**src/rtl/irq_pkg.sv**
```systemverilog
// Package: shared constants, types and the polling-order picker for the
// interrupt controller. Assumes source index equals register bit position.
package irq_pkg;
    localparam int NSRC     = 6;
    localparam int IDXW     = 3;
    localparam int REGW     = 8;
    localparam int GATE_BIT = REGW - 1;
    localparam int SER_IDX  = 4;
    localparam int PADW     = REGW - NSRC - 1;

    typedef struct packed {
        logic            hit;
        logic [IDXW-1:0] idx;
    } pick_t;

    // Lowest set index wins (fixed polling order).
    function automatic pick_t pick_first(input logic [NSRC-1:0] v);
        pick_t p;
        p.hit = 1'b0;
        p.idx = '0;
        for (int i = NSRC - 1; i >= 0; i--) begin
            if (v[i]) begin
                p.hit = 1'b1;
                p.idx = IDXW'(i);
            end
        end
        return p;
    endfunction
endpackage

```
**src/rtl/irq_cfg_regs.sv**
```systemverilog
// Module: enable and priority registers with combinational read-back.
// Assumes a single write strobe; unimplemented bits read as zero.
module irq_cfg_regs
    import irq_pkg::*;
(
    input  logic                clk,
    input  logic                rst_n,
    input  logic                we,
    input  logic                sel,
    input  logic [REGW-1:0]     wdata,
    output logic [REGW-1:0]     rdata,
    output logic                gate,
    output logic [NSRC-1:0]     en,
    output logic [NSRC-1:0]     prio
);
    // Register update on write strobe.
    always_ff @(posedge clk) begin
        if (!rst_n) begin
            gate <= 1'b0;
            en   <= '0;
            prio <= '0;
        end else if (we) begin
            if (sel) begin
                prio <= wdata[NSRC-1:0];
            end else begin
                gate <= wdata[GATE_BIT];
                en   <= wdata[NSRC-1:0];
            end
        end
    end

    // Read multiplexer.
    always_comb begin
        if (sel) rdata = {{(REGW-NSRC){1'b0}}, prio};
        else     rdata = {gate, {PADW{1'b0}}, en};
    end
endmodule

```
**src/rtl/irq_pend_bank.sv**
```systemverilog
// Module: one pending flag per source. A new event wins over a clear in
// the same cycle. The serial flag ignores acknowledge clears.
module irq_pend_bank
    import irq_pkg::*;
(
    input  logic            clk,
    input  logic            rst_n,
    input  logic [NSRC-1:0] set_v,
    input  logic [NSRC-1:0] ack_clr,
    input  logic            ser_clr,
    output logic [NSRC-1:0] pend
);
    for (genvar g = 0; g < NSRC; g++) begin : g_flag
        logic clr_g;
        if (g == SER_IDX) begin : g_ser
            assign clr_g = ser_clr;
        end else begin : g_std
            assign clr_g = ack_clr[g];
        end
        // Hold, set or clear one pending flag.
        always_ff @(posedge clk) begin
            if (!rst_n) pend[g] <= 1'b0;
            else        pend[g] <= set_v[g] | (pend[g] & ~clr_g);
        end
    end
endmodule

```
**src/rtl/irq_arbiter.sv**
```systemverilog
// Module: masks pending flags, splits them by level and picks a winner.
// Purely combinational; assumes in-service flags come from irq_inservice.
module irq_arbiter
    import irq_pkg::*;
(
    input  logic            gate,
    input  logic [NSRC-1:0] en,
    input  logic [NSRC-1:0] prio,
    input  logic [NSRC-1:0] pend,
    input  logic            ins_hi,
    input  logic            ins_lo,
    output logic            req,
    output logic [IDXW-1:0] idx,
    output logic            lvl_hi
);
    logic [NSRC-1:0] elig;
    pick_t           hi_p, lo_p;

    // Per-level candidate selection.
    always_comb begin
        elig = pend & en & {NSRC{gate}};
        hi_p = pick_first(elig & prio);
        lo_p = pick_first(elig & ~prio);
    end

    // Level resolution against the in-service state.
    always_comb begin
        req    = 1'b0;
        idx    = '0;
        lvl_hi = 1'b0;
        if (!ins_hi) begin
            if (hi_p.hit) begin
                req    = 1'b1;
                idx    = hi_p.idx;
                lvl_hi = 1'b1;
            end else if (!ins_lo && lo_p.hit) begin
                req = 1'b1;
                idx = lo_p.idx;
            end
        end
    end
endmodule

```
**src/rtl/irq_inservice.sv**
```systemverilog
// Module: one in-service flag per level. A return clears the innermost
// level; an acknowledge in the same cycle still sets its level.
module irq_inservice (
    input  logic clk,
    input  logic rst_n,
    input  logic take,
    input  logic take_hi,
    input  logic ret,
    output logic ins_hi,
    output logic ins_lo
);
    logic hi_d, lo_d;

    // Next-state of both flags.
    always_comb begin
        hi_d = ins_hi;
        lo_d = ins_lo;
        if (ret) begin
            if (ins_hi) hi_d = 1'b0;
            else        lo_d = 1'b0;
        end
        if (take) begin
            if (take_hi) hi_d = 1'b1;
            else         lo_d = 1'b1;
        end
    end

    // Flag registers.
    always_ff @(posedge clk) begin
        if (!rst_n) begin
            ins_hi <= 1'b0;
            ins_lo <= 1'b0;
        end else begin
            ins_hi <= hi_d;
            ins_lo <= lo_d;
        end
    end
endmodule

```
**src/rtl/irq_prio_ctrl.sv**
```systemverilog
// Module: top of the two-level interrupt controller. Wires registers,
// pending bank, arbiter and in-service tracker. Assumes irq_ack is only
// meaningful while irq_req is high; otherwise it is ignored.
module irq_prio_ctrl
    import irq_pkg::*;
(
    input  logic            clk,
    input  logic            rst_n,
    input  logic [NSRC-1:0] src_evt,
    input  logic            ser_flag_clr,
    input  logic            cfg_we,
    input  logic            cfg_sel,
    input  logic [REGW-1:0] cfg_wdata,
    output logic [REGW-1:0] cfg_rdata,
    output logic            irq_req,
    output logic [IDXW-1:0] irq_idx,
    input  logic            irq_ack,
    input  logic            irq_ret
);
    logic            gate;
    logic [NSRC-1:0] en, prio, pend, ack_clr;
    logic            ins_hi, ins_lo, lvl_hi, take;

    irq_cfg_regs u_regs (
        .clk(clk), .rst_n(rst_n), .we(cfg_we), .sel(cfg_sel),
        .wdata(cfg_wdata), .rdata(cfg_rdata),
        .gate(gate), .en(en), .prio(prio)
    );

    // Acknowledge decode into a one-hot clear.
    always_comb begin
        take    = irq_ack & irq_req;
        ack_clr = '0;
        if (take) ack_clr[irq_idx] = 1'b1;
    end

    irq_pend_bank u_pend (
        .clk(clk), .rst_n(rst_n), .set_v(src_evt), .ack_clr(ack_clr),
        .ser_clr(ser_flag_clr), .pend(pend)
    );

    irq_arbiter u_arb (
        .gate(gate), .en(en), .prio(prio), .pend(pend),
        .ins_hi(ins_hi), .ins_lo(ins_lo),
        .req(irq_req), .idx(irq_idx), .lvl_hi(lvl_hi)
    );

    irq_inservice u_ins (
        .clk(clk), .rst_n(rst_n), .take(take), .take_hi(lvl_hi),
        .ret(irq_ret), .ins_hi(ins_hi), .ins_lo(ins_lo)
    );
endmodule

```
**config.mk**
```make
export PLATFORM = sky130hd
export DESIGN_NAME = irq_prio_ctrl
export DESIGN_NICKNAME = d
export VERILOG_FILES = /design/src/rtl/irq_pkg.sv /design/src/rtl/irq_cfg_regs.sv /design/src/rtl/irq_pend_bank.sv /design/src/rtl/irq_arbiter.sv /design/src/rtl/irq_inservice.sv /design/src/rtl/irq_prio_ctrl.sv
export SDC_FILE = /design/constraint.sdc
export NUM_CORES = 1
export LEC_CHECK = 0
export CORE_UTILIZATION = 50
export CTS_CLUSTER_SIZE = 24
export DETAILED_ROUTE_END_ITERATION = 6
export MAX_ROUTING_LAYER = met4
export PLACE_DENSITY = 0.82
export SLEW_MARGIN = 20
export SYNTH_ARGS = -nofsm -noshare
export SYNTH_HDL_FRONTEND = slang
export SYNTH_SLANG_ARGS = --single-unit
```
**constraint.sdc**
```tcl
create_clock -name clk -period 4.29 [get_ports clk]
set_clock_uncertainty 0.05 [all_clocks]
set_input_delay 1.287 -clock clk [delete_from_list [all_inputs] [get_ports clk]]
set_output_delay 1.287 -clock clk [all_outputs]
set_load 0.05 [all_outputs]
```
==> impl_metrics.py <==
metrics = {
    "finish": {
        "syn_to_final_growth_pct": 29.0,
        "diodes": 0,
        "nets": 195,
        "finalNonFillerCells": 201,
        "drive_gt1_share_pct": 17.3,
    },
    "sta": {
        "fin_crit_ps": 4060,
        "hold-worst-slack_ps": 439,
        "slew_headroom_pct": 66.3,
        "finalSetupTns_ps": 0,
        "setup_viol": 0,
        "max_freq_mhz": 247,
        "rsz0062_at_grt": "no",
        "fin_crit_sh_pct": 94.6,
        "slew_violations": 0,
        "final_hold_viol_count": 0,
        "fin_ws_ps": 234,
        "max_slew.worst_pin.slew_ps": 505,
    },
    "placement": {
        "pre_cts_slack_ps": 458,
        "gp_congestion": 0.846,
        "portBuffers": 30,
        "dp_cells": 197,
        "dpl.hpwl_mm": 2.13,
    },
    "die": {
        "initial_utilization_pct": 52.5,
        "std_cell_rows": 17,
        "die_w_um": 50.0,
        "pin_count": 33,
        "die_h_um": 50.0,
        "core-area_um2": 2190,
        "die-area_um2": 2500,
    },
    "drt": {
        "num_vias": 1206,
        "dr.pass1.iters": 5,
        "wl_per_cell_um": 14.3,
        "wl_mm": 2.87,
        "drtIter0Drc": 48,
        "ant_nets": 0,
        "drc": 0,
        "vias_per_cell": 6.00,
    },
    "run_status": {
        "status": "finished clean",
    },
    "setup_path": {
        "end_kind": "primary output",
        "path_max_fanout": 15,
        "cp.required_ps": 2950,
        "crit_type": "reg2out",
        "critPathArrivalTime_ps": 2720,
        "startpoint_type": "register",
    },
    "clock_network": {
        "cts_hold_buf": 0,
        "root_buffer": "clkbuf_4",
        "clk_pin_slew_ps": 120,
        "cts_tree": "yes",
        "cts_sinks": 21,
        "numCtsBuffers": 3,
        "htreeDepth": 1,
        "clockBufferDepth": 2,
        "ctsResizeCount": 0,
        "insertion_delay_ps": 310,
        "post_cts_buffers": 0,
    },
    "grt": {
        "grt_overflow_total": 0,
        "grt_first_pass_wirelength_mm": 4.86,
        "grt_pass1_vias": 1149,
        "antenna_found_initial": 0,
        "grt_max_degree": 17,
        "grt_use_total_pct": 25.9,
    },
    "pwr": {
        "finalPower_mw": 0.386,
        "leakage_nw": 0.615,
        "p_per_area_nw_per_um2": 260,
        "vdd_drop_max_uv": 157,
    },
    "logic_synthesis": {
        "yosys.cell_count.top_type": "nand2_1",
        "ys_seq_elements": 21,
        "async_reset_ff_share_pct": 0,
        "ys_seq_area_share_pct": 36.5,
        "yosys-top-cells-count": "nand2_1, dfxtp_1, a21oi_1",
        "avgSynthCellArea_um2": 7.99,
        "syn_area_um2": 1150,
        "synth_area_leaders": "dfxtp_1, nand2_1, a21oi_1, mux2_2, nand3_1",
        "synth.lib_cells_used.distinct": 39,
        "synth-edff-count": 0,
        "synth_ff_type": "dfxtp_1",
        "yosysTopAreaCellShare_pct": 36.5,
        "yosysTopAreaCell": "dfxtp_1",
        "syn_inst": 144,
        "synth_fp_nets": 165,
        "yosysWarnings": 0,
    },
    "job": {
        "drv_cap": 0,
    },
    "min_path": {
        "hold_class": "reg2reg",
    },
}
## cell usage in the layout, fill, tap and decap left out, types with 4 or more instances in the layout
cell type	count
nand2_1	23
clkdlybuf4s50_1	22
dfxtp_1	21
a21oi_1	17
nand3_1	9
inv_1	7
o21ai_0	7
buf_4	7
nor2_1	6
mux2_2	6
nand4_1	5
nor2b_1	4
## final timing paths
kind	start	end	slack, ps	cells past startpoint
hold reg to reg	u_regs.prio[4]	u_regs.prio[4]	440	2
hold / removal	u_regs.prio[4]	u_regs.prio[4]	440	2
setup / recovery	u_regs.gate	irq_idx[1]	230	5
setup reg to reg	u_regs.gate	u_pend.pend[5]	2240	6
## cells by family after synthesis
group	Yosys count	share of synthesized area, %
compound gates	39	21.7
buf+inv	13	5.22
flops	21	36.5
mux	6	5.87
other cells	1	0.326
simple gates	64	30.3
## state kept, by name, indices dropped and copies added (netlist names)
name / count
u_pend.pend: 6
u_ins.ins_hi: 1
u_regs.en: 6
u_regs.prio: 6
u_ins.ins_lo: 1
u_regs.gate: 1
## layer usage
metal / vias up / global-route usage (%) / part of all wire (%)
met3: 11 / 3.70 / 7.0
met2: 51 / 43.1 / 50
met1: 567 / 30.5 / 41
met4: 0 / 11.9 / 1.8
met5: - / - / 0
li1: 577 / - / -
## stage by stage
step | utilization [%] | cell area [µm²]
final | 67.8 | 1490
after global routing | 67.8 | 1490
after floorplan | - | 1150
after detailed placement | 66.4 | 1460
after global placement | 66.4 | 1460
after CTS | 67.7 | 1480
## report_power, final
| group | internal (mW) | total [mW] | switching [mW] |
|---|---|---|---|
| Combinational | 0.0334 | 0.0719 | 0.0385 |
| Sequential | 0.205 | 0.216 | 0.0111 |
| Clock | 0.0349 | 0.0988 | 0.0639 |
## area by class of cell
| type | instances | area (µm²) |
|---|---|---|
| Clock buffer | 3 | 22.5 |
| Clock inverter | 1 | 5.00 |
| Fill cell | 180 | 706 |
| Inverter | 7 | 26.3 |
| Multi-Input combinational cell | 110 | 671 |
| Sequential cell | 21 | 420 |
| Tap cell | 28 | 35.0 |
| Timing Repair Buffer | 31 | 305 |
## worst max-delay path: stages, from the launching register on
cell and delay [ps]:
dfxtp_1 470, and4_1 230, a41oi_1 290, nor2b_1 310, a31o_2 280, clkdlybuf4s50_1 820
(Power assumes the default switching activity.)
